===== src/rtl/canspi_pkg.sv =====
package canspi_pkg;
    localparam int AW   = 7;
    localparam int DW   = 8;
    localparam int NREG = 1 << AW;

    localparam logic [AW-1:0] ADDR_STAT = 7'h0E;
    localparam logic [AW-1:0] ADDR_CTRL = 7'h0F;
    localparam logic [AW-1:0] ADDR_IEN  = 7'h2B;
    localparam logic [AW-1:0] ADDR_IFL  = 7'h2C;

    localparam logic [DW-1:0] OP_WRITE  = 8'h02;
    localparam logic [DW-1:0] OP_READ   = 8'h03;
    localparam logic [DW-1:0] OP_BITMOD = 8'h05;
    localparam logic [DW-1:0] OP_RESET  = 8'hC0;

    localparam logic [2:0]    MODE_CONF = 3'b100;
    localparam logic [DW-1:0] CTRL_RST  = 8'h87;
    localparam int            TXREQ_BIT = 3;

    typedef enum logic [3:0] {
        S_OP, S_RADDR, S_RDATA, S_WADDR, S_WDATA,
        S_MADDR, S_MMASK, S_MDATA, S_SKIP
    } seq_st_e;

    // control register of transmit buffer i
    function automatic logic [AW-1:0] txctl_addr(input int i);
        return AW'(48 + 16 * i);
    endfunction

    // first identifier byte of transmit buffer n
    function automatic logic [AW-1:0] txbuf_first(input logic [1:0] n);
        return 7'h31 + AW'({n, 4'h0});
    endfunction

    // first identifier byte of receive buffer n
    function automatic logic [AW-1:0] rxbuf_first(input logic n);
        return 7'h61 + AW'({n, 4'h0});
    endfunction
endpackage


===== src/rtl/canspi_byte_port.sv =====
module canspi_byte_port #(
    parameter int SYNC = 2
) (
    input  logic       clk,
    input  logic       rst_n,
    input  logic       sck,
    input  logic       mosi,
    input  logic       cs_n,
    input  logic [7:0] tx_byte,
    output logic       miso,
    output logic       byte_done,
    output logic [7:0] rx_byte,
    output logic       cs_end
);
    typedef struct packed {
        logic [SYNC-1:0] sck_sy;
        logic [SYNC-1:0] mosi_sy;
        logic [SYNC-1:0] cs_sy;
        logic            sck_last;
        logic            cs_last;
        logic [2:0]      cnt;
        logic [6:0]      sh;
        logic            done;
        logic [7:0]      rxb;
        logic            cs_end;
    } bp_s;

    bp_s q, d;
    logic sck_s, mosi_s, cs_s;

    assign sck_s  = q.sck_sy[SYNC-1];
    assign mosi_s = q.mosi_sy[SYNC-1];
    assign cs_s   = q.cs_sy[SYNC-1];

    always_comb begin
        d          = q;
        d.sck_sy   = {q.sck_sy[SYNC-2:0], sck};
        d.mosi_sy  = {q.mosi_sy[SYNC-2:0], mosi};
        d.cs_sy    = {q.cs_sy[SYNC-2:0], cs_n};
        d.sck_last = sck_s;
        d.cs_last  = cs_s;
        d.done     = 1'b0;
        d.cs_end   = cs_s & ~q.cs_last;
        if (cs_s) begin
            d.cnt = '0;
        end else if (sck_s && !q.sck_last) begin
            d.sh  = {q.sh[5:0], mosi_s};
            d.cnt = q.cnt + 3'd1;
            if (q.cnt == 3'd7) begin
                d.done = 1'b1;
                d.rxb  = {q.sh, mosi_s};
            end
        end
    end

    always_ff @(posedge clk or negedge rst_n) begin
        if (!rst_n) begin
            q       <= '0;
            q.cs_sy <= '1;
            q.cs_last <= 1'b1;
        end else begin
            q <= d;
        end
    end

    // bit for the next rising edge is chosen by the count of bits taken
    assign miso      = cs_s ? 1'b0 : tx_byte[3'd7 - q.cnt];
    assign byte_done = q.done;
    assign rx_byte   = q.rxb;
    assign cs_end    = q.cs_end;
endmodule


===== src/rtl/canspi_cmd_seq.sv =====
module canspi_cmd_seq
    import canspi_pkg::*;
#(
    parameter int NTX = 3
) (
    input  logic          clk,
    input  logic          rst_n,
    input  logic          byte_done,
    input  logic [7:0]    rx_byte,
    input  logic          cs_end,
    input  logic [7:0]    rd_data,
    output logic [AW-1:0] rd_addr,
    output logic          wr_en,
    output logic [AW-1:0] wr_addr,
    output logic [7:0]    wr_data,
    output logic [7:0]    wr_mask,
    output logic [NTX-1:0] rts,
    output logic          soft_rst,
    output logic [7:0]    tx_byte
);
    typedef struct packed {
        seq_st_e       st;
        logic [AW-1:0] addr;
        logic [7:0]    mask;
        logic [7:0]    tx;
    } seq_s;

    seq_s q, d;

    always_comb begin
        d        = q;
        rd_addr  = q.addr;
        wr_en    = 1'b0;
        wr_addr  = q.addr;
        wr_data  = rx_byte;
        wr_mask  = 8'hFF;
        rts      = '0;
        soft_rst = 1'b0;
        if (byte_done) begin
            d.tx = 8'h00;
            case (q.st)
                S_OP: begin
                    if (rx_byte == OP_READ) begin
                        d.st = S_RADDR;
                    end else if (rx_byte == OP_WRITE) begin
                        d.st = S_WADDR;
                    end else if (rx_byte == OP_BITMOD) begin
                        d.st = S_MADDR;
                    end else if (rx_byte == OP_RESET) begin
                        soft_rst = 1'b1;
                        d.st     = S_SKIP;
                    end else if (rx_byte[7:3] == 5'b01000 && !rx_byte[0]
                                 && int'(rx_byte[2:1]) < NTX) begin
                        d.addr = txbuf_first(rx_byte[2:1]);
                        d.st   = S_WDATA;
                    end else if (rx_byte[7:3] == 5'b10010 && rx_byte[1:0] == 2'b00) begin
                        rd_addr = rxbuf_first(rx_byte[2]);
                        d.tx    = rd_data;
                        d.addr  = rd_addr + 7'd1;
                        d.st    = S_RDATA;
                    end else if (rx_byte[7:3] == 5'b10000) begin
                        rts  = rx_byte[NTX-1:0];
                        d.st = S_SKIP;
                    end else begin
                        d.st = S_SKIP;
                    end
                end
                S_RADDR: begin
                    rd_addr = rx_byte[AW-1:0];
                    d.tx    = rd_data;
                    d.addr  = rd_addr + 7'd1;
                    d.st    = S_RDATA;
                end
                S_RDATA: begin
                    d.tx   = rd_data;
                    d.addr = q.addr + 7'd1;
                end
                S_WADDR: begin
                    d.addr = rx_byte[AW-1:0];
                    d.st   = S_WDATA;
                end
                S_WDATA: begin
                    wr_en  = 1'b1;
                    d.addr = q.addr + 7'd1;
                end
                S_MADDR: begin
                    d.addr = rx_byte[AW-1:0];
                    d.st   = S_MMASK;
                end
                S_MMASK: begin
                    d.mask = rx_byte;
                    d.st   = S_MDATA;
                end
                S_MDATA: begin
                    wr_en   = 1'b1;
                    wr_mask = q.mask;
                    d.st    = S_SKIP;
                end
                default: d.st = S_SKIP;
            endcase
        end
        if (cs_end) begin
            d.st = S_OP;
            d.tx = 8'h00;
        end
    end

    always_ff @(posedge clk or negedge rst_n) begin
        if (!rst_n) begin
            q    <= '0;
            q.st <= S_OP;
        end else begin
            q <= d;
        end
    end

    assign tx_byte = q.tx;
endmodule


===== src/rtl/canspi_regbank.sv =====
module canspi_regbank
    import canspi_pkg::*;
#(
    parameter int NTX      = 3,
    parameter int MODE_LAT = 4
) (
    input  logic           clk,
    input  logic           rst_n,
    input  logic           wr_en,
    input  logic [AW-1:0]  wr_addr,
    input  logic [7:0]     wr_data,
    input  logic [7:0]     wr_mask,
    input  logic [NTX-1:0] rts,
    input  logic           soft_rst,
    input  logic [7:0]     flag_set,
    input  logic [NTX-1:0] tx_clear,
    input  logic [AW-1:0]  rd_addr,
    output logic [7:0]     rd_data,
    input  logic [AW-1:0]  view_addr,
    output logic [7:0]     view_data,
    output logic [7:0]     ctrl_o,
    output logic [7:0]     stat_o,
    output logic [7:0]     int_flags,
    output logic [7:0]     int_en,
    output logic [NTX-1:0] tx_req
);
    typedef struct packed {
        logic [NREG-1:0][7:0]     mem;
        logic [MODE_LAT-1:0][2:0] pipe;
    } bank_s;

    bank_s q, d;

    function automatic bank_s bank_default();
        bank_s b;
        b.mem            = '0;
        b.mem[ADDR_CTRL] = CTRL_RST;
        for (int i = 0; i < MODE_LAT; i++) b.pipe[i] = MODE_CONF;
        return b;
    endfunction

    always_comb begin
        d = q;
        if (soft_rst) begin
            d = bank_default();
        end else begin
            if (wr_en && wr_addr != ADDR_STAT)
                d.mem[wr_addr] = (q.mem[wr_addr] & ~wr_mask) | (wr_data & wr_mask);
            for (int i = 0; i < NTX; i++) begin
                if (tx_clear[i]) d.mem[txctl_addr(i)][TXREQ_BIT] = 1'b0;
                if (rts[i])      d.mem[txctl_addr(i)][TXREQ_BIT] = 1'b1;
            end
            d.mem[ADDR_IFL] = d.mem[ADDR_IFL] | flag_set;
            d.pipe[0] = q.mem[ADDR_CTRL][7:5];
            for (int i = 1; i < MODE_LAT; i++) d.pipe[i] = q.pipe[i-1];
        end
    end

    always_ff @(posedge clk or negedge rst_n) begin
        if (!rst_n) q <= bank_default();
        else        q <= d;
    end

    assign stat_o    = {q.pipe[MODE_LAT-1], 5'b0};
    assign rd_data   = (rd_addr == ADDR_STAT) ? stat_o : q.mem[rd_addr];
    assign view_data = (view_addr == ADDR_STAT) ? stat_o : q.mem[view_addr];
    assign ctrl_o    = q.mem[ADDR_CTRL];
    assign int_flags = q.mem[ADDR_IFL];
    assign int_en    = q.mem[ADDR_IEN];

    for (genvar g = 0; g < NTX; g++) begin : g_txreq
        assign tx_req[g] = q.mem[txctl_addr(g)][TXREQ_BIT];
    end
endmodule


===== src/rtl/spi_can_regs.sv =====
module spi_can_regs
    import canspi_pkg::*;
#(
    parameter int NTX      = 3,
    parameter int MODE_LAT = 4,
    parameter int SYNC     = 2
) (
    input  logic           clk,
    input  logic           rst_n,
    input  logic           sck,
    input  logic           mosi,
    input  logic           cs_n,
    output logic           miso,
    input  logic [7:0]     flag_set,
    input  logic [NTX-1:0] tx_clear,
    input  logic [AW-1:0]  view_addr,
    output logic [7:0]     view_data,
    output logic [7:0]     ctrl_o,
    output logic [7:0]     stat_o,
    output logic [7:0]     int_flags,
    output logic [NTX-1:0] tx_req,
    output logic           irq_n
);
    logic           byte_done, cs_end, wr_en, srst_w;
    logic [7:0]     rx_byte, tx_byte, rd_data, wr_data, wr_mask, int_en;
    logic [AW-1:0]  rd_addr, wr_addr;
    logic [NTX-1:0] rts_w;

    canspi_byte_port #(.SYNC(SYNC)) u_port (
        .clk(clk), .rst_n(rst_n), .sck(sck), .mosi(mosi), .cs_n(cs_n),
        .tx_byte(tx_byte), .miso(miso), .byte_done(byte_done),
        .rx_byte(rx_byte), .cs_end(cs_end)
    );

    canspi_cmd_seq #(.NTX(NTX)) u_seq (
        .clk(clk), .rst_n(rst_n), .byte_done(byte_done), .rx_byte(rx_byte),
        .cs_end(cs_end), .rd_data(rd_data), .rd_addr(rd_addr),
        .wr_en(wr_en), .wr_addr(wr_addr), .wr_data(wr_data), .wr_mask(wr_mask),
        .rts(rts_w), .soft_rst(srst_w), .tx_byte(tx_byte)
    );

    canspi_regbank #(.NTX(NTX), .MODE_LAT(MODE_LAT)) u_bank (
        .clk(clk), .rst_n(rst_n), .wr_en(wr_en), .wr_addr(wr_addr),
        .wr_data(wr_data), .wr_mask(wr_mask), .rts(rts_w), .soft_rst(srst_w),
        .flag_set(flag_set), .tx_clear(tx_clear), .rd_addr(rd_addr),
        .rd_data(rd_data), .view_addr(view_addr), .view_data(view_data),
        .ctrl_o(ctrl_o), .stat_o(stat_o), .int_flags(int_flags),
        .int_en(int_en), .tx_req(tx_req)
    );

    assign irq_n = ~|(int_flags & int_en);
endmodule


===== config.mk =====
export PLATFORM = sky130hd
export DESIGN_NAME = spi_can_regs
export DESIGN_NICKNAME = d
export VERILOG_FILES = /design/src/rtl/canspi_pkg.sv /design/src/rtl/canspi_byte_port.sv /design/src/rtl/canspi_cmd_seq.sv /design/src/rtl/canspi_regbank.sv /design/src/rtl/spi_can_regs.sv
export SDC_FILE = /design/constraint.sdc
export NUM_CORES = 2
export LEC_CHECK = 0
export BUFFER_PORTS_ARGS = -buffer_cell sky130_fd_sc_hd__buf_4
export CAP_MARGIN = 20
export CORE_AREA = 2 2 376 452
export CTS_CLUSTER_DIAMETER = 100
export DETAILED_ROUTE_END_ITERATION = 6
export DIE_AREA = 0 0 378 454
export PLACE_DENSITY = 0.53
export SLEW_MARGIN = 40
export SYNTH_ARGS = -nofsm -noshare
export SYNTH_HDL_FRONTEND = slang
export SYNTH_SLANG_ARGS = --single-unit

===== constraint.sdc =====
create_clock -name clk -period 5.75 [get_ports clk]
set_clock_uncertainty 0.05 [all_clocks]
set_input_delay 1.15 -clock clk [delete_from_list [all_inputs] [get_ports clk]]
set_output_delay 1.15 -clock clk [all_outputs]
set_load 0.01 [all_outputs]

==> out/metrics.cfg <==
[timing]
finalHoldViolCount=0
fin_crit_ns=5.83
relSlewSlack_pct=36.0
fin_ws_ns=-0.0785
slew_viol_final=0
rsz0062_at_grt=false
setup-violations-final=1
min_period_over_period_pct=101
worst_slew_pin_slew_ns=0.954
fmax_ghz=0.172

[yosys]
synth-seq-area-share_pct=41.1
dominantRegCellSynth=dfrtp_1
synth_area_leaders=dfrtp_1 (41%), mux4_2 (12%), nand3_1 (8.8%)
synth_area_mm2=0.0665
ys_warn_count=0
synth_seq_cells=1091
synth_cells=7251
synth_edf_count=0
netlist_top_cells_count=nand2_1 (1179), nand3_1 (1166), o21ai_0 (1090)
yosysTopAreaCell=dfrtp_1
synth.most_common_cell=nand2_1
synth.distinct_cells=94
avgSynthCellArea_um2=9.17
synth_top_area_share_pct=40.6
ys_async_sr_fraction_pct=100

[critical_path]
crit_path_start_kind=input port
crit_arrival_ns=4.63
crit_chain=buf_8 -> buf_12 -> buf_12 -> mux4_2 -> mux4_2 -> mux2i_1 -> o21ai_1 -> mux2i_1 -> nor2_1 -> buf_4
critical_path.max_stage_delay_ns=0.52
path_class=in2out
endpoint_kind=output port
cpMaxStageDelayCell=mux4_2
critPathRequiredTime_ns=4.55
critPathMaxFanout=23

[power]
p_per_area_mw_per_mm2=224
peakVddDrop_mv=0.266
leakage_nw=27.7

[clock_tree]
numCtsBuffers=120
clk_pin_slew_ns=0.06
post_cts_buffers=0
insertion_delay_ns=0.84
clk_path_buf_depth=3
clkSinkCount=1091
cts_htree_levels=3
cts_tree=done
cts-root-buf=clkbuf_16

[layout]
nets=7031
drive_gt1_share_pct=16.0
final_cells=9376
final-seq-area_mm2=0.0273
multi_input_area_mm2=0.0358
areaGrowthSynthToFinish_pct=11.6
nFillCells=16291

[placed_design]
place_hpwl_um=228000
placed_cells=9133
gp_congestion=1.05
portBuffers=54
place_ws_ns=-0.0920

[status]
violations=design-rule violations, negative setup slack
status=complete, but fails checks

[grt]
grtUsageTotal_pct=38.5
grt_pass1_wl_um=476000
antenna_found_initial=16
met3_usage_pct=12.5
grt_pass1_vias=61529
grt_max_degree=151
gr-total-overflow=0
use_met1_pct=49.1
grt.busiest_layer=met2
use_met2_pct=54.6

[routing]
drt-initial-drc-count=10553
drc=15
totalWireLength_um=334000
via_count=65947
viasPerCell=7.03
dr.pass1.iters=7
wl_per_cell_um=35.6
ant_nets=0

[die]
fp.dieArea_mm2=0.172
die_x_um=378
io_pins=60
core-area_mm2=0.168
die_h_um=454
core.rowCount=165
start_util_pct=39.7

[hold_path]
worstHoldPathType=in2async

[job]
max_cap_violations=0

-- worst max-delay path: cells and delay by family --
kind | cells | cell delay [ns]
AOI/OAI and AO/OA | 1 | 0.40
buffers and inverters | 4 | 0.94
muxes | 4 | 1.98
and+or+nand+nor | 1 | 0.08
-- state kept, by name, indices dropped and copies added, names as in the netlist --
signal	count
u_port.mosi_s	1
u_port.d	4
u_bank.int_flags	8
u_seq.tx_byte	8
u_port.q	12
u_bank.tx_req	3
u_port.byte_done	1
u_bank.int_en	8
u_port.cs_s	1
u_bank.stat_o	3
u_port.rx_byte	8
u_port.cs_end	1
u_bank.ctrl_o	8
u_seq.q	12
u_bank.q	1006
u_seq.wr_addr	7
-- placed cells by master, fill, tap and decap left out, drive strengths merged, types with 21 or more instances in the layout --
cell and count:
a21oi 159, a221oi 144, a22o 72, a22oi 263
a31oi 115, a32oi 49, and2 33, and3 21
buf 403, clkbuf 158, clkinv 42, dfrtp 1080
inv 22, mux2 83, mux2i 135, mux4 345
nand2 1179, nand3 1166, nand4 79, nor2 124
nor3 22, o2111ai 22, o21ai 1107
-- area by class of cell --
type                    instances  share of cell area, %
inverters                      18                 0.0910
clock buffers                 158                   4.51
repair buffers                403                   5.38
clock inverters                69                   1.09
multi-input cells            5369                   48.3
diodes                         14                 0.0472
flip-flops and latches       1091                   36.8
well taps                    2254                   3.80
-- power breakdown --
part,switching (mW),internal (mW),total [mW],leakage (nW)
clock,3.64,4.74,8.38,2.04
combinational,0.347,0.171,0.518,10.5
sequential,0.0213,7.70,7.72,15.1
total,4.01,12.6,16.6,27.7
-- per-layer routing --
metal / vias to the layer above / share of wire, %
met3: 1371 / 13
met4: 14 / 8.9
met5: - / 0.048
li1: 26714 / -
met2: 5390 / 42
met1: 32458 / 36
-- final timing paths --
| check | cells after the start | slack, ns | start | to |
|---|---|---|---|---|
| worst max-delay path | 10 | -0.08 | view_addr[0] | view_data[2] |
| worst min-delay path | 1 | 0.20 | rst_n | u_bank.q[552] |
| worst max register to register | 11 | 0.49 | u_port.byte_done | u_seq.tx_byte[0] |
| worst min register to register | 0 | 0.30 | u_port.d[27] | u_port.d[21] |
| max in group asynchronous | 3 | 3.95 | rst_n | u_bank.q[997] |
| min in group clk | 0 | 0.30 | u_port.d[27] | u_port.d[21] |
-- kinds of logic (layout without fill, tap and decap cells) --
logic type / Yosys count / in the layout / synth area share [%]
compound gates: 2092 / 2092 / 19.6
xor+xnor: 7 / 7 / 0.0922
other cells: 1 / 19 / 0.00564
fa+ha+maj: 5 / 5 / 0.0940
buf+inv: 795 / 648 / 5.60
simple gates: 2697 / 2697 / 18.4
flops: 1091 / 1091 / 41.1
mux: 563 / 563 / 15.2
-- metrics by stage --
stage,area (µm²),util (%),power [mW],TNS (ns),hold slack [ns]
detailed placement,69900,41.7,8.39,-0.0920,0.296
global route,74200,44.3,17.0,0,0.204
CTS,74100,44.2,16.7,0,0.204
floorplan,66500,-,8.08,0,0.281
global placement,69800,41.6,8.37,-0.0629,0.290
finish,74200,44.3,16.6,-0.0785,0.203
-- what timing repair did --
item / in CTS / in global routing
hold buffers: 0 / 0
gates cloned: 0 / 0
gates resized for setup: 1 / 2
setup endpoints to repair: 1 / 2
No activity file was read; power rests on OpenSTA's default activity.
